--- src/rtl/adc_seq_pkg.sv ---
package adc_seq_pkg;
  typedef enum logic [3:0] {
    S_IDLE, S_RD_CTL, S_BIAS_WR, S_BIAS_WAIT, S_EN_WR, S_CH_WR,
    S_GAP_WAIT, S_START_WR, S_WAIT_DONE, S_RD_HI, S_RD_LO, S_TEAR_WR
  } seq_state_e;

  localparam logic [1:0] ST_OK      = 2'b00;
  localparam logic [1:0] ST_TIMEOUT = 2'b01;
  localparam logic [1:0] ST_BUS_ERR = 2'b10;

  localparam int unsigned CTL_ADDR     = 32'h50;
  localparam int unsigned DATA_BASE    = 32'h54;
  localparam int unsigned START_BIT    = 0;
  localparam int unsigned CH_LSB       = 1;
  localparam int unsigned EN_BIT       = 5;
  localparam int unsigned BIAS_BIT     = 6;
  localparam int unsigned BIAS_CH      = 2;

  function automatic longint unsigned us2cyc(longint unsigned hz, longint unsigned us);
    return (hz * us + 64'd999_999) / 64'd1_000_000;
  endfunction
endpackage

--- src/rtl/adc_seq_timer.sv ---
module adc_seq_timer #(
  parameter int unsigned CNT_W = 8
) (
  input  logic             clk_i,
  input  logic             rst_ni,
  input  logic             load_i,
  input  logic [CNT_W-1:0] load_val_i,
  output logic             expired_o
);
  logic [CNT_W-1:0] cnt_q;

  always_ff @(posedge clk_i or negedge rst_ni) begin
    if (!rst_ni)              cnt_q <= '0;
    else if (load_i)          cnt_q <= load_val_i;
    else if (cnt_q != '0)     cnt_q <= cnt_q - 1'b1;
  end

  assign expired_o = (cnt_q == '0);
endmodule

--- src/rtl/adc_seq_irq_flag.sv ---
module adc_seq_irq_flag (
  input  logic clk_i,
  input  logic rst_ni,
  input  logic irq_i,
  input  logic clr_i,
  output logic flag_o
);
  // clear wins: an edge landing while start is pending is stale
  always_ff @(posedge clk_i or negedge rst_ni) begin
    if (!rst_ni)     flag_o <= 1'b0;
    else if (clr_i)  flag_o <= 1'b0;
    else if (irq_i)  flag_o <= 1'b1;
  end
endmodule

--- src/rtl/adc_seq_ctl_img.sv ---
module adc_seq_ctl_img #(
  parameter int unsigned DATA_W = 8
) (
  input  logic              clk_i,
  input  logic              rst_ni,
  input  logic              load_i,
  input  logic [DATA_W-1:0] val_i,
  output logic [DATA_W-1:0] img_o
);
  always_ff @(posedge clk_i or negedge rst_ni) begin
    if (!rst_ni)      img_o <= '0;
    else if (load_i)  img_o <= val_i;
  end
endmodule

--- src/rtl/adc_seq.sv ---
module adc_seq
  import adc_seq_pkg::*;
#(
  parameter int unsigned CLK_HZ     = 19_200_000,
  parameter int unsigned GAP_US     = 50,
  parameter int unsigned BIAS_US    = 35_000,
  parameter int unsigned TIMEOUT_US = 5_000_000,
  parameter int unsigned ADDR_W     = 8,
  parameter int unsigned DATA_W     = 8,
  parameter int unsigned SAMPLE_W   = 10,
  parameter int unsigned CH_W       = 2
) (
  input  logic                clk_i,
  input  logic                rst_ni,
  input  logic                req_i,
  input  logic [CH_W-1:0]     req_ch_i,
  output logic                busy_o,
  output logic                done_o,
  output logic [SAMPLE_W-1:0] sample_o,
  output logic [1:0]          status_o,
  input  logic                irq_i,
  output logic                bus_req_o,
  output logic                bus_we_o,
  output logic [ADDR_W-1:0]   bus_addr_o,
  output logic [DATA_W-1:0]   bus_wdata_o,
  input  logic                bus_ack_i,
  input  logic                bus_err_i,
  input  logic [DATA_W-1:0]   bus_rdata_i
);
  localparam longint unsigned GAP_CYC  = us2cyc(CLK_HZ, GAP_US);
  localparam longint unsigned BIAS_CYC = us2cyc(CLK_HZ, BIAS_US);
  localparam longint unsigned TO_CYC   = us2cyc(CLK_HZ, TIMEOUT_US);
  localparam longint unsigned MAX_A    = (GAP_CYC > BIAS_CYC) ? GAP_CYC : BIAS_CYC;
  localparam longint unsigned MAX_CYC  = (MAX_A > TO_CYC) ? MAX_A : TO_CYC;
  localparam int unsigned     CNT_W    = $clog2(MAX_CYC + 1);
  localparam int unsigned     HI_W     = SAMPLE_W - DATA_W;

  localparam logic [DATA_W-1:0] M_START = DATA_W'(1) << START_BIT;
  localparam logic [DATA_W-1:0] M_EN    = DATA_W'(1) << EN_BIT;
  localparam logic [DATA_W-1:0] M_BIAS  = DATA_W'(1) << BIAS_BIT;
  localparam logic [DATA_W-1:0] M_CH    = DATA_W'((1 << CH_W) - 1) << CH_LSB;

  seq_state_e        state_q;
  logic [CH_W-1:0]   ch_q;
  logic [HI_W-1:0]   hi_q;
  logic [DATA_W-1:0] img;
  logic              xfer, berr, is_ch2;
  logic              tmr_load, tmr_exp, irq_flag;
  logic [CNT_W-1:0]  tmr_val;
  logic              img_load;
  logic [DATA_W-1:0] img_val;

  assign is_ch2 = (ch_q == CH_W'(BIAS_CH));

  always_comb begin
    bus_req_o   = 1'b1;
    bus_we_o    = 1'b1;
    bus_addr_o  = ADDR_W'(CTL_ADDR);
    bus_wdata_o = img;
    unique case (state_q)
      S_RD_CTL:   bus_we_o = 1'b0;
      S_BIAS_WR:  bus_wdata_o = img | M_BIAS;
      S_EN_WR:    bus_wdata_o = (img & ~M_START) | M_EN;
      S_CH_WR:    bus_wdata_o = (img & ~M_CH) | (DATA_W'(ch_q) << CH_LSB);
      S_START_WR: bus_wdata_o = img | M_START;
      S_TEAR_WR:  bus_wdata_o = img & ~(M_START | M_EN | (is_ch2 ? M_BIAS : '0));
      S_RD_HI: begin
        bus_we_o   = 1'b0;
        bus_addr_o = ADDR_W'(DATA_BASE) + (ADDR_W'(ch_q) << 1);
      end
      S_RD_LO: begin
        bus_we_o   = 1'b0;
        bus_addr_o = ADDR_W'(DATA_BASE) + (ADDR_W'(ch_q) << 1) + ADDR_W'(1);
      end
      default: begin
        bus_req_o = 1'b0;
        bus_we_o  = 1'b0;
      end
    endcase
  end

  assign xfer = bus_req_o & bus_ack_i & ~bus_err_i;
  assign berr = bus_req_o & bus_err_i;

  assign img_load = xfer & (state_q == S_RD_CTL || (bus_we_o && state_q != S_RD_HI));
  assign img_val  = (state_q == S_RD_CTL) ? bus_rdata_i : bus_wdata_o;

  always_comb begin
    tmr_load = 1'b0;
    tmr_val  = '0;
    if (xfer) begin
      unique case (state_q)
        S_BIAS_WR:  begin tmr_load = 1'b1; tmr_val = CNT_W'(BIAS_CYC); end
        S_EN_WR:    begin tmr_load = 1'b1; tmr_val = CNT_W'(GAP_CYC);  end
        S_START_WR: begin tmr_load = 1'b1; tmr_val = CNT_W'(TO_CYC);   end
        default: ;
      endcase
    end
  end

  adc_seq_timer #(.CNT_W(CNT_W)) u_timer (
    .clk_i, .rst_ni, .load_i(tmr_load), .load_val_i(tmr_val), .expired_o(tmr_exp)
  );

  adc_seq_irq_flag u_irq (
    .clk_i, .rst_ni, .irq_i, .clr_i(state_q == S_START_WR), .flag_o(irq_flag)
  );

  adc_seq_ctl_img #(.DATA_W(DATA_W)) u_img (
    .clk_i, .rst_ni, .load_i(img_load), .val_i(img_val), .img_o(img)
  );

  always_ff @(posedge clk_i or negedge rst_ni) begin
    if (!rst_ni) begin
      state_q  <= S_IDLE;
      ch_q     <= '0;
      hi_q     <= '0;
      sample_o <= '0;
      status_o <= ST_OK;
      done_o   <= 1'b0;
    end else begin
      done_o <= 1'b0;
      if (berr) begin
        status_o <= ST_BUS_ERR;
        if (state_q == S_TEAR_WR) begin
          state_q <= S_IDLE;
          done_o  <= 1'b1;
        end else begin
          state_q <= S_TEAR_WR;
        end
      end else begin
        unique case (state_q)
          S_IDLE: if (req_i) begin
            ch_q     <= req_ch_i;
            status_o <= ST_OK;
            state_q  <= S_RD_CTL;
          end
          S_RD_CTL:    if (xfer) state_q <= is_ch2 ? S_BIAS_WR : S_EN_WR;
          S_BIAS_WR:   if (xfer) state_q <= S_BIAS_WAIT;
          S_BIAS_WAIT: if (tmr_exp) state_q <= S_EN_WR;
          S_EN_WR:     if (xfer) state_q <= S_CH_WR;
          S_CH_WR:     if (xfer) state_q <= S_GAP_WAIT;
          S_GAP_WAIT:  if (tmr_exp) state_q <= S_START_WR;
          S_START_WR:  if (xfer) state_q <= S_WAIT_DONE;
          S_WAIT_DONE: begin
            if (irq_flag) state_q <= S_RD_HI;
            else if (tmr_exp) begin
              status_o <= ST_TIMEOUT;
              state_q  <= S_TEAR_WR;
            end
          end
          S_RD_HI: if (xfer) begin
            hi_q    <= bus_rdata_i[HI_W-1:0];
            state_q <= S_RD_LO;
          end
          S_RD_LO: if (xfer) begin
            sample_o <= {hi_q, bus_rdata_i};
            state_q  <= S_TEAR_WR;
          end
          S_TEAR_WR: if (xfer) begin
            state_q <= S_IDLE;
            done_o  <= 1'b1;
          end
          default: state_q <= S_IDLE;
        endcase
      end
    end
  end

  assign busy_o = (state_q != S_IDLE);

  // cycles since the last bias or enable write; used only by the checks below
  logic [CNT_W-1:0] mark_cnt;
  always_ff @(posedge clk_i or negedge rst_ni) begin
    if (!rst_ni) mark_cnt <= '0;
    else if (xfer && (state_q == S_BIAS_WR || state_q == S_EN_WR)) mark_cnt <= '0;
    else if (mark_cnt != '1) mark_cnt <= mark_cnt + 1'b1;
  end

  p_accept_idle_r1: assert property (@(posedge clk_i) disable iff (!rst_ni)
    $rose(busy_o) |-> $past(req_i));
  p_start_after_en_r3: assert property (@(posedge clk_i) disable iff (!rst_ni)
    (bus_req_o && bus_we_o && bus_wdata_o[START_BIT]) |-> img[EN_BIT]);
  p_gap_r4: assert property (@(posedge clk_i) disable iff (!rst_ni)
    (xfer && state_q == S_START_WR) |-> (mark_cnt >= CNT_W'(GAP_CYC)));
  p_bias_lead_r5: assert property (@(posedge clk_i) disable iff (!rst_ni)
    (xfer && state_q == S_EN_WR && is_ch2) |-> (mark_cnt >= CNT_W'(BIAS_CYC)));
  p_done_pulse_r10: assert property (@(posedge clk_i) disable iff (!rst_ni)
    done_o |=> !done_o);
  p_teardown_r10: assert property (@(posedge clk_i) disable iff (!rst_ni)
    (done_o && status_o != ST_BUS_ERR) |-> (!img[EN_BIT] && !img[START_BIT]));
  p_req_hold_r11: assert property (@(posedge clk_i) disable iff (!rst_ni)
    (bus_req_o && !bus_ack_i && !bus_err_i) |=>
      (bus_req_o && $stable(bus_addr_o) && $stable(bus_we_o) && $stable(bus_wdata_o)));
endmodule

--- config.mk ---
export PLATFORM = sky130hd
export DESIGN_NAME = adc_seq
export DESIGN_NICKNAME = d
export VERILOG_FILES = /design/src/rtl/adc_seq_pkg.sv /design/src/rtl/adc_seq_timer.sv /design/src/rtl/adc_seq_irq_flag.sv /design/src/rtl/adc_seq_ctl_img.sv /design/src/rtl/adc_seq.sv
export SDC_FILE = /design/constraint.sdc
export NUM_CORES = 1
export LEC_CHECK = 0
export ABC_AREA = 1
export ABC_CLOCK_PERIOD_IN_PS = 4000
export BUFFER_PORTS_ARGS = -buffer_cell sky130_fd_sc_hd__buf_4
export CORE_MARGIN = 10
export CORE_UTILIZATION = 40
export CTS_CLUSTER_DIAMETER = 150
export DETAILED_ROUTE_END_ITERATION = 12
export PLACE_DENSITY = 0.65
export RECOVER_POWER = 50
export SYNTH_ARGS = -nofsm -noshare
export SYNTH_HDL_FRONTEND = slang
export SYNTH_HIERARCHICAL = 1
export SYNTH_SLANG_ARGS = --single-unit
--- constraint.sdc ---
create_clock -name clk_i -period 4 [get_ports clk_i]
set_clock_uncertainty 0.1 [all_clocks]
set_input_delay 0.8 -clock clk_i [delete_from_list [all_inputs] [get_ports clk_i]]
set_output_delay 0.8 -clock clk_i [all_outputs]
set_load 0.01 [all_outputs]
==> summary.md, run 1 <==
| Metric | Value |
|---|---|
| Status | complete, no violations |
| RSZ-0062 raised after global routing | no |
| Top cells by area, synth | dfrtp_1, nand2_1, nor2_1 |
| Setup TNS | 0 ns |
| Postcts setup bufs | 0 |
| Antenna Violating Nets Remaining | 0 |
| Finished Cell Area | 4210 µm² |
| Syn avg cell area | 6.67 µm² |
| Hold buffers post-CTS | 0 |
| Mapped Area | 3620 µm² |
| Synth top area share | 0.394 |
| Max_cap viols | 0 |
| Avg WL per Cell | 12.8 µm |
| Cell row count | 34 |
| Crit Path Max Fanout | 32 |
| Pwr/cell area | 769 nW/µm² |
| DRC viols | 0 |
| Die H | 115 µm |
| Die area | 13300 µm² |
| Peak VDD IR | 0.000384 V |
| Worst-Margin Slew | 1.40 ns |
| Worst-case clock buffer depth | 2 |
| Max Freq | 328 MHz |
| # IOs | 48 |
| Clock slew at reported path FFs | 0.07 ns |
| Post-synthesis xor/xnor area fraction | 0.0145 |
| Die width | 115 µm |
| Compound-Gate Fraction of Synth Area | 0.0847 |
| Crit-path max cell delay | 0.50 ns |
| Via density per instance | 4.84 |
| Top-count cell post-synth | nand2_1 |
| LEAKAGE | 2.27 nW |
| Sequential area share after synthesis | 0.394 |
| Num CTS Buffers | 9 |
| Antenna violations before repair | 0 |
| Initial Utilization | 0.413 |
| Adder-Cell Fraction of Synth Area | 0.00346 |
| DP HPWL | 6810 µm |
| Post-Synthesis Cells | 543 |
| Yosys top cell by area | dfrtp_1 |
| TritonCTS clock tree | built |
| Via count | 3433 |
| Commonest cells post-synth | nand2_1, nor2_1, inv_1 |
| Combinational family with the most area after synthesis | simple AND/OR/NAND/NOR gates |
| Element type at the critical path end | flop |
| Final period utilization | 0.762 |
| Area delta synth->final | 16.3% |
| # fillers | 920 |
| Crit Path Class | reg -> reg |
| # port buffers | 43 |
| Setup crit start kind | flop |
| Buffer and inverter count on the worst path | 3 |
| Multiplexer area fraction after synthesis | 0 |
| Synthesis warning total | 6 |
| Final wirelength | 9090 µm |
| Worst endpoint data arrival time | 3.17 ns |
| Layout cell share with drive strength beyond 1 | 0.136 |
| Post-synth EDFFs | 0 |
| CTS Root Cell | clkbuf_8 |
| CP most frequent cell | o21ai_0 |
| PostCTS Resize Cnt | 0 |
| Core footprint | 8760 µm² |
| Worst hold path type | reg -> reg |
| Async SR Flop Fraction | 1.00 |
| Max-slew violations | 0 |
| Final net count | 614 |
| Congestion Overflow GR | 0 |
| First-pass GRT wire length | 15700 µm |
| Most used DFF post-synth | dfrtp_1 |
| Crit path max-delay family | simple AND/OR/NAND/NOR gates |
| Slew Limit Headroom | 0.0652 |
| Tmin final | 3.05 ns |
| # setup viols final | 0 |
| Clk_lat worst skew | 0.34 ns |
| Post-Synth Simple-Gate Area | 0.410 |
| Starting DRT DRC Count | 136 |
| H-tree levels | 3 |
| Placer Congestion | 0.869 |
| Required time of the worst setup path | 4.12 ns |
| First-pass DRT Iterations | 4 |
| Tot GR Track Use | 0.143 |
| CTS sink cnt | 57 |
| Number of global-route vias before repair | 3465 |
| Slowest CP cell | dfrtp_1 |
| Synth Register Bits | 57 |
| Final hold violations | 0 |
| Largest net degree at the start of global routing | 58 |
| Sequence of cells on the critical path | inv_2 -> nor2_1 -> nand2_4 -> nand2_1 -> nand3_1 -> a31oi_2 -> buf_4 -> clkinv_1 -> o21ai_0 -> o21ai_0 |
| Antenna cells | 0 |
| DP Area | 4050 µm² |
| Yosys cell types | 31 |
## logic make-up (layout without fill, tap and decap cells)
kind of cell / count (synthesis) / after routing
and+or+nand+nor: 345 / 345
other: 2 / 16
adders and majority gates: 1 / 1
xor gates and xnor gates: 6 / 6
buffers and inverters: 77 / 122
DFF: 57 / 57
AOI/OAI and AO/OA: 55 / 55
## per-layer routing
metal	global-route usage	routed length, µm
met3	0.0484	636
met1	0.170	4000
met4	0.0380	121
met5	0	0
met2	0.240	4330
## placed cells by master, fill, tap and decap left out, types with 3 or more instances in the layout
cell type,n
nor2_2,5
nor2_4,4
conb_1,16
xnor2_1,4
buf_4,34
clkbuf_1,9
nand2_1,205
clkinv_4,3
nand3_1,33
nand2_2,4
nand4_1,10
nor2_1,78
a21oi_1,13
inv_1,58
o21ai_0,32
clkbuf_8,9
o21ai_2,8
dfrtp_1,57
## final cells by class
type	instances	area, µm²	area share
well taps	108	135	0.0321
flip-flops and latches	57	1430	0.339
inverters	62	235	0.0559
multi-input cells	423	1890	0.450
repair buffers	44	294	0.0698
clock buffers	9	124	0.0294
clock inverters	7	103	0.0244
## tightest hold or removal path, cell delays in order (launching register included)
cell and delay (ns):
dfrtp_1 0.35, nand2_1 0.05, nand2_1 0.05
## stage by stage
| step | power (mW) | setup WS (ns) | hold slack [ns] | utilization | cells |
|---|---|---|---|---|---|
| 2_1_floorplan | 2.17 | 1.66 | 0.336 | - | 557 |
| 3_3_place_gp | 2.63 | 1.50 | 0.359 | 0.462 | 694 |
| 3_5_place_dp | 2.66 | 1.41 | 0.359 | 0.462 | 694 |
| 4_1_cts | 3.31 | 1.19 | 0.386 | 0.488 | 710 |
| 5_1_grt | 3.56 | 0.663 | 0.405 | 0.481 | 710 |
| 6_report | 3.24 | 0.951 | 0.377 | 0.481 | 710 |
## power by group
part	internal (mW)	total (mW)	switching, mW
registers	0.809	1.02	0.214
logic	0.557	1.59	1.03
clock network	0.356	0.626	0.270
## registers in the layout, summed over array words and instances (netlist names)
signal	count
status_o	2
state_q	4
hi_q	2
ch_q	2
u_img/img_o	8
u_timer/cnt_q	27
done_o	1
sample_o	10
u_irq/flag_o	1
## path summary, 6_finish.rpt
path | cells after the start | endpoint | from | slack, ns
hold / removal | 2 | status_o[1] | status_o[1] | 0.38
hold reg to reg | 2 | status_o[1] | status_o[1] | 0.38
min in group asynchronous | 1 | u_timer/cnt_q[18] | rst_ni | 0.68
setup / recovery | 10 | u_timer/cnt_q[3] | state_q[2] | 0.95
max in group asynchronous | 1 | u_timer/cnt_q[17] | rst_ni | 2.28
setup reg to reg | 10 | u_timer/cnt_q[3] | state_q[2] | 0.95
Power figures use the tool's default switching activity.
==> run 2, diff against run 1 <==
--- a/config.mk
+++ b/config.mk
@@ -5,14 +5,14 @@
 export SDC_FILE = /design/constraint.sdc
 export NUM_CORES = 1
 export LEC_CHECK = 0
-export ABC_AREA = 1
-export ABC_CLOCK_PERIOD_IN_PS = 4000
+export ABC_AREA = 0
+export ABC_CLOCK_PERIOD_IN_PS = 2500
 export BUFFER_PORTS_ARGS = -buffer_cell sky130_fd_sc_hd__buf_4
 export CORE_MARGIN = 10
 export CORE_UTILIZATION = 40
 export CTS_CLUSTER_DIAMETER = 150
 export DETAILED_ROUTE_END_ITERATION = 12
-export PLACE_DENSITY = 0.65
+export PLACE_DENSITY = 0.67
 export RECOVER_POWER = 50
 export SYNTH_ARGS = -nofsm -noshare
 export SYNTH_HDL_FRONTEND = slang
==> constraint.sdc (replaced) <==
create_clock -name clk_i -period 2.5 [get_ports clk_i]
set_clock_uncertainty 0.1 [all_clocks]
set_input_delay 0.5 -clock clk_i [delete_from_list [all_inputs] [get_ports clk_i]]
set_output_delay 0.5 -clock clk_i [all_outputs]
set_load 0.01 [all_outputs]
==> run 2 against run 1 <==
  * Area after synthesis shrank 3.2%
  * Routed wire length shrank 8.9%
  * Core utilization increased by 0.42 points
  * Setup slack lost 0.86 ns
  * Critical path type is now reg -> out
  * Critical endpoint is now bus_wdata_o[1]
  * Sequential cell count unchanged
  * Design area fell by 0.59%
  * Sequential share of layout area increased by 0.26 points
  * Via count is 18% lower
  * Die area is 2.7% lower
  * Hold slack got worse by 0.11 ns
==> summary.md, run 2 <==
| Metric | Value |
|---|---|
| Final net count | 439 (was 614) |
| Compound-Gate Fraction of Synth Area | 0.135 (was 0.0847) |
| RSZ-0062 raised after global routing | yes (was no) |
| First-pass GRT wire length | 13700 µm (was 15700 µm) |
| Cell row count | 34 (unchanged) |
| Hold buffers post-CTS | 0 (unchanged) |
| Commonest cells post-synth | dfrtp_1, nand2_1, nor2_1 (was nand2_1, nor2_1, inv_1) |
| DRC viols | 0 (unchanged) |
| # port buffers | 43 (unchanged) |
| Post-synth EDFFs | 0 (unchanged) |
| Max Freq | 415 MHz |
| Sequence of cells on the critical path | inv_1 -> nand2_1 -> nor2_2 -> mux2_1 -> buf_4 (was inv_2 -> nor2_1 -> nand2_4 -> nand2_1 -> nand3_1 -> a31oi_2 -> buf_4 -> clkinv_1 -> o21ai_0 -> o21ai_0) |
| Worst-case clock buffer depth | 2 (unchanged) |
| Final wirelength | 8280 µm (was 9090 µm) |
| Most frequent cells in the layout | nand2_1, dfrtp_1, buf_4, nor2_1 (was nand2_1, nor2_1, inv_1, dfrtp_1, buf_4) |
| Setup TNS | 0 ns (unchanged) |
| Area delta synth->final | 19.5% (was 16.3%) |
| Largest net degree at the start of global routing | 58 (unchanged) |
| # setup viols final | 0 (unchanged) |
| Most used DFF post-synth | dfrtp_1 (unchanged) |
| Tmin final | 2.41 ns |
| Synth top area share | 0.407 (was 0.394) |
| Clock slew at reported path FFs | 0.07 ns (about the same) |
| CTS Root Cell | clkbuf_8 (unchanged) |
| Congestion Overflow GR | 0 (unchanged) |
| Worst-Margin Slew | 1.44 ns (was 1.40 ns) |
| Initial Utilization | 0.406 (was 0.413) |
| Status | complete, no violations (unchanged) |
| Avg WL per Cell | 15.5 µm (was 12.8 µm) |
| Slowest CP cell | dfrtp_2 (was dfrtp_1) |
| Yosys cell types | 64 (was 31) |
| Setup crit start kind | flop (unchanged) |
| DP Area | 4000 µm² (was 4050 µm²) |
| Via density per instance | 5.26 (was 4.84) |
| Clk_lat worst skew | 0.34 ns (about the same) |
| Die area | 12900 µm² (was 13300 µm²) |
| Async SR Flop Fraction | 1.00 (unchanged) |
| Via count | 2816 (was 3433) |
| Placer Congestion | 0.880 (was 0.869) |
| Area of the multi-input gates | 1990 µm² (was 1890 µm²) |
| Max-slew violations | 0 (unchanged) |
| Combinational family with the most area after synthesis | simple AND/OR/NAND/NOR gates (unchanged) |
| Layout cell share with drive strength beyond 1 | 0.260 (was 0.136) |
| # IOs | 48 (unchanged) |
| Antenna Violating Nets Remaining | 0 (unchanged) |
| Crit Path Max Fanout | 11 (was 32) |
| Tot GR Track Use | 0.128 (was 0.143) |
| Pwr/cell area | 1240 nW/µm² (was 769 nW/µm²) |
| Multiplexer area fraction after synthesis | 0.106 (was 0) |
| Synthesis warning total | 6 (unchanged) |
| Antenna violations before repair | 0 (unchanged) |
| # fillers | 814 (was 920) |
| Max FFs per register | 27 (unchanged) |
| Antenna cells | 0 (unchanged) |
| Slew Limit Headroom | 0.0369 (was 0.0652) |
| Top-count cell post-synth | dfrtp_1 (was nand2_1) |
| Starting DRT DRC Count | 113 (was 136) |
| Peak VDD IR | 0.000572 V (was 0.000384 V) |
| Crit Path Class | reg -> out (was reg -> reg) |
| Die H | 114 µm (was 115 µm) |
| Final hold violations | 0 (unchanged) |
| Post-Synth Simple-Gate Area | 0.235 (was 0.410) |
| Required time of the worst setup path | 1.90 ns (was 4.12 ns) |
| Top flop regs | u_timer/cnt_q (27), sample_o (10), u_img/img_o (8) (unchanged) |
| Worst endpoint data arrival time | 1.81 ns (was 3.17 ns) |
| Element type at the critical path end | primary output (was flop) |
| Synth Register Bits | 57 (unchanged) |
| Adder-Cell Fraction of Synth Area | 0.00357 (was 0.00346) |
| Post-Synthesis Cells | 360 (was 543) |
| Mapped Area | 3500 µm² (was 3620 µm²) |
| Commonest non-fill, non-tap cell in the layout | nand2_1 (unchanged) |
| DP HPWL | 6050 µm (was 6810 µm) |
| Sequential area share after synthesis | 0.407 (was 0.394) |
| Yosys top cell by area | dfrtp_1 (unchanged) |
| Crit-path max cell delay | 0.49 ns (was 0.50 ns) |
| Syn avg cell area | 9.73 µm² (was 6.67 µm²) |
| Max_cap viols | 0 (unchanged) |
| Post-synthesis xor/xnor area fraction | 0.0625 (was 0.0145) |
| First-pass DRT Iterations | 4 (unchanged) |
| Most flops, register | u_timer/cnt_q (unchanged) |
| Final period utilization | 0.963 |
| H-tree levels | 3 (unchanged) |
| Register area | 1430 µm² (about the same) |
| CTS sink cnt | 57 (unchanged) |
| Top cells by area, synth | dfrtp_1, nand2_1, mux2_1 (was dfrtp_1, nand2_1, nor2_1) |
| Num CTS Buffers | 9 (unchanged) |
| Worst hold path type | in -> reg (was reg -> reg) |
| LEAKAGE | 1.85 nW (was 2.27 nW) |
| Core footprint | 8640 µm² (was 8760 µm²) |
| Die width | 114 µm (was 115 µm) |
| Number of global-route vias before repair | 2843 (was 3465) |
| TritonCTS clock tree | built (unchanged) |
| Finished Cell Area | 4190 µm² (was 4210 µm²) |
[run 2: repair_timing]
item	CTS	global route
gates cloned	0	0
gates resized for setup	2	5
setup buffers	0	0
setup endpoints to repair	2	7
[run 2: final timing paths]
kind                                   start          endpoint  slack [ns]  depth (start not counted)
min in group asynchronous             rst_ni  u_timer/cnt_q[4]        0.40                          1
max in group asynchronous             rst_ni        state_q[0]        0.96                          1
hold / removal                   req_ch_i[1]           ch_q[1]        0.27                          2
setup reg to reg           u_timer/cnt_q[15]        state_q[0]        0.10                          8
hold reg to reg                      hi_q[1]       sample_o[9]        0.39                          1
setup / recovery                  state_q[1]    bus_wdata_o[1]        0.09                          5
[run 2: layout make-up]
type | count | share of cell area
Clock inverter | 5 | 0.0132
Inverter | 6 | 0.00538
Timing Repair Buffer | 60 | 0.0989
Sequential cell | 57 | 0.341
Tap cell | 108 | 0.0323
Clock buffer | 11 | 0.0338
Multi-Input combinational cell | 288 | 0.475
[run 2: metal layers]
layer	up-vias	track usage	routed length (µm)
met2	75	0.207	3970
met5	-	0	0
li1	1361	-	-
met4	0	0.0482	140
met3	17	0.0457	561
met1	1363	0.152	3610
[run 2: kinds of logic after synthesis]
family                   Yosys count
flip-flops                        57
multiplexers                      30
AND/OR/NAND/NOR                  151
other                              2
AO/OA/AOI/OAI                     65
XOR/XNOR                          25
adder cells (fa/ha/maj)            1
buffers and inverters             29
[run 2: power by group]
group	total, mW	internal [mW]	switching, mW
clock	0.877	0.484	0.393
combinational	2.53	1.24	1.29
sequential	1.77	1.33	0.443
[run 2: critical path: cells and delay by family (launching register included)]
family                 cells  cell delay (ns)
buffers and inverters      2             0.31
DFF                        1             0.49
and+or+nand+nor            2             0.30
muxes                      1             0.36
[run 2: stage by stage]
| stage | std cells | power (mW) | hold WS (ns) | worst slack, ns | utilization |
|---|---|---|---|---|---|
| floorplan | 374 | 3.50 | 0.104 | -0.0711 | - |
| global placement | 519 | 4.29 | 0.364 | 0.124 | 0.463 |
| detailed placement | 519 | 4.33 | 0.379 | 0.0942 | 0.463 |
| CTS | 535 | 5.25 | 0.147 | 0.0305 | 0.487 |
| global route | 535 | 5.57 | 0.261 | -0.0235 | 0.485 |
| finish | 535 | 5.18 | 0.269 | 0.0922 | 0.485 |
==> run 3, diff against run 2 <==
--- a/config.mk
+++ b/config.mk
@@ -7,12 +7,13 @@
 export LEC_CHECK = 0
 export ABC_AREA = 0
 export ABC_CLOCK_PERIOD_IN_PS = 2500
-export BUFFER_PORTS_ARGS = -buffer_cell sky130_fd_sc_hd__buf_4
 export CORE_MARGIN = 10
 export CORE_UTILIZATION = 40
 export CTS_CLUSTER_DIAMETER = 150
+export CTS_CLUSTER_SIZE = 20
 export DETAILED_ROUTE_END_ITERATION = 12
-export PLACE_DENSITY = 0.67
+export DONT_BUFFER_PORTS = 1
+export PLACE_DENSITY = 0.62
 export RECOVER_POWER = 50
 export SYNTH_ARGS = -nofsm -noshare
 export SYNTH_HDL_FRONTEND = slang
==> run 3 against run 2 <==
  * Power shrank 0.49%
  * Sequential cell count stayed put
  * Via count fell by 3.9%
  * Hold slack worse by 0.12 ns
  * Fmax increased by 0.64%
  * Count of clock-buffer cells in the layout shrank 2
  * Global-route usage hardly changed
  * Sequential share of layout area increased by 1.3 points
  * Largest cell class unchanged
  * Non-clock buffer count is 33 lower
  * Combinational power shrank 7%
==> summary.md, run 3 (synthesis results as in run 2) <==
| Metric | Value |
|---|---|
| Status | complete, no violations (unchanged) |
| TritonCTS clock tree | built (unchanged) |
| Met2 WL | 3960 µm (was 3970 µm) |
| Pwr/cell area | 1280 nW/µm² (was 1240 nW/µm²) |
| DP Area | 3670 µm² (was 4000 µm²) |
| Max Freq | 418 MHz (was 415 MHz) |
| First-pass GRT wire length | 13800 µm (was 13700 µm) |
| CTS sink cnt | 57 (unchanged) |
| R2r setup slk | 0.11 ns (was 0.10 ns) |
| Crit Path Max Fanout | 5 (was 11) |
| Most frequent cells in the layout | nand2_1, dfrtp_1, buf_4, nor2_1 (unchanged) |
| Sw Share | 0.414 (was 0.410) |
| Via count | 2707 (was 2816) |
| Internal | 3.02 mW (was 3.06 mW) |
| Setup crit start kind | flop (unchanged) |
| Final wirelength | 8350 µm (was 8280 µm) |
| Slew Limit Headroom | 0.622 (was 0.0369) |
| Most flops, register | u_timer/cnt_q (unchanged) |
| Tot GR Track Use | 0.128 (about the same) |
| Final hold violations | 0 (unchanged) |
| Crit Path Class | reg -> reg (was reg -> out) |
| Top flop regs | u_timer/cnt_q (27), sample_o (10), u_img/img_o (8) (unchanged) |
| Worst hold path type | in -> reg (unchanged) |
| Antenna Violating Nets Remaining | 0 (unchanged) |
| Number of global-route vias before repair | 2750 (was 2843) |
| Clock slew at reported path FFs | 0.07 ns (about the same) |
| Highest metal used | met4 (unchanged) |
| Avg WL per Cell | 16.6 µm (was 15.5 µm) |
| Antenna violations before repair | 0 (unchanged) |
| Largest net degree at the start of global routing | 58 (unchanged) |
| Max_cap viols | 0 (unchanged) |
| Metal3 WL | 634 µm (was 561 µm) |
| Core footprint | 8640 µm² (unchanged) |
| # IOs | 48 (unchanged) |
| Combinational Power Share | 0.456 (was 0.489) |
| Finished Cell Area | 4030 µm² (was 4190 µm²) |
| H-tree levels | 3 (unchanged) |
| Max-slew violations | 0 (unchanged) |
| Final net count | 406 (was 439) |
| Antenna cells | 0 (unchanged) |
| Layout cell share with drive strength beyond 1 | 0.223 (was 0.260) |
| Die area | 12900 µm² (unchanged) |
| Via density per instance | 5.39 (was 5.26) |
| Worst-case clock buffer depth | 2 (unchanged) |
| First-pass DRT Iterations | 4 (unchanged) |
| Element type at the critical path end | flop (was primary output) |
| Cell row count | 34 (unchanged) |
| Setup TNS | 0 ns (unchanged) |
| Tmin final | 2.39 ns (was 2.41 ns) |
| Met1 WL | 3680 µm (was 3610 µm) |
| Clk pwr share | 0.191 (was 0.169) |
| # setup viols final | 0 (unchanged) |
| Max FFs per register | 27 (unchanged) |
| Layout Utilization | 0.467 (was 0.485) |
| Congestion Overflow GR | 0 (unchanged) |
| DP HPWL | 5830 µm (was 6050 µm) |
| Clk_lat worst skew | 0.33 ns (was 0.34 ns) |
| DRC viols | 0 (unchanged) |
| Die H | 114 µm (unchanged) |
| Setup WS pre-CTS | 0.0619 ns (was 0.0942 ns) |
| # port buffers | 0 (was 43) |
| Required time of the worst setup path | 2.61 ns (was 1.90 ns) |
| CTS Root Cell | clkbuf_8 (unchanged) |
| Die width | 114 µm (unchanged) |
| Peak VDD IR | 0.000771 V (was 0.000572 V) |
| Area delta synth->final | 15.1% (was 19.5%) |
| Reg power frac | 0.353 (was 0.342) |
| LEAKAGE | 1.74 nW (was 1.85 nW) |
| Starting DRT DRC Count | 145 (was 113) |
| Worst-Margin Slew | 0.562 ns (was 1.44 ns) |
| Placer Congestion | 0.866 (was 0.880) |
| Final period utilization | 0.957 (was 0.963) |
| Commonest non-fill, non-tap cell in the layout | nand2_1 (unchanged) |
| Num CTS Buffers | 9 (unchanged) |
| NetSw | 2.13 mW (was 2.12 mW) |
| Initial Utilization | 0.406 (unchanged) |
| Setup ws final | 0.108 ns (was 0.0922 ns) |
| Worst endpoint data arrival time | 2.50 ns (was 1.81 ns) |
run 3: changes by cell type in the layout (fill, tap and decap cells not counted), sizes merged:
cell and change:
bufinv +1, inv +2, clkbuf -12, buf -24
clkinv -1, dlygate4sd3 +1
run 3: path summary, 6_finish.rpt:
check / from / end / depth (start not counted)
worst max-delay path: u_timer/cnt_q[23] / state_q[0] / 8
worst max register to register: u_timer/cnt_q[23] / state_q[0] / 8
max in group asynchronous: rst_ni / state_q[1] / 2
worst min-delay path: bus_err_i / status_o[0] / 1
worst min register to register: hi_q[1] / sample_o[9] / 1
min in group asynchronous: rst_ni / u_timer/cnt_q[16] / 2
run 3: power groups by stage:
stage                     sequential (mW)  combinational [mW]  clock [mW]
after CTS                            1.84                2.19        1.01
after floorplan                      1.69                1.81           0
after global placement               1.84                2.10           0
final                                1.82                2.35       0.984
after global routing                 1.88                2.59        1.05
after detailed placement             1.85                2.15           0
run 3: repair_timing:
action | 4_1_cts | 5_1_grt
pin swaps | 0 | 2
buffers inserted | 0 | 9
hold endpoints to repair | 57 | 0
endpoints found under the setup margin | 2 | 9
hold buffers | 2 | 0
resized for setup | 3 | 6
cloned | 0 | 0
run 3: final cells by class:
cell class	instances	area [µm²]
multi-input cells	288	1990
fillers	811	4600
clock inverters	7	101
clock buffers	9	124
well taps	108	135
inverters	6	22.5
repair buffers	27	225
flip-flops and latches	57	1430
run 3: layer usage:
metal	track usage	up-vias
li1	-	1293
met1	0.155	1325
met2	0.204	79
met5	0	-
met4	0.0330	0
met3	0.0562	10
run 3: metrics by stage:
step | hold WS, ns | power (mW) | instances
after floorplan | 0.104 | 3.50 | 374
after global placement | 0.106 | 3.94 | 475
after detailed placement | 0.107 | 4.00 | 475
after CTS | 0.136 | 5.04 | 493
after global routing | 0.140 | 5.52 | 502
final | 0.151 | 5.15 | 502
run 3: critical path: stages, from the launching register on:
cell and delay, ns:
dfrtp_1 0.42, or4_1 0.56, nor2_2 0.16, and4_4 0.27
nor2_1 0.05, o21a_1 0.13, a21oi_4 0.18, nand2_2 0.09
mux2_4 0.30
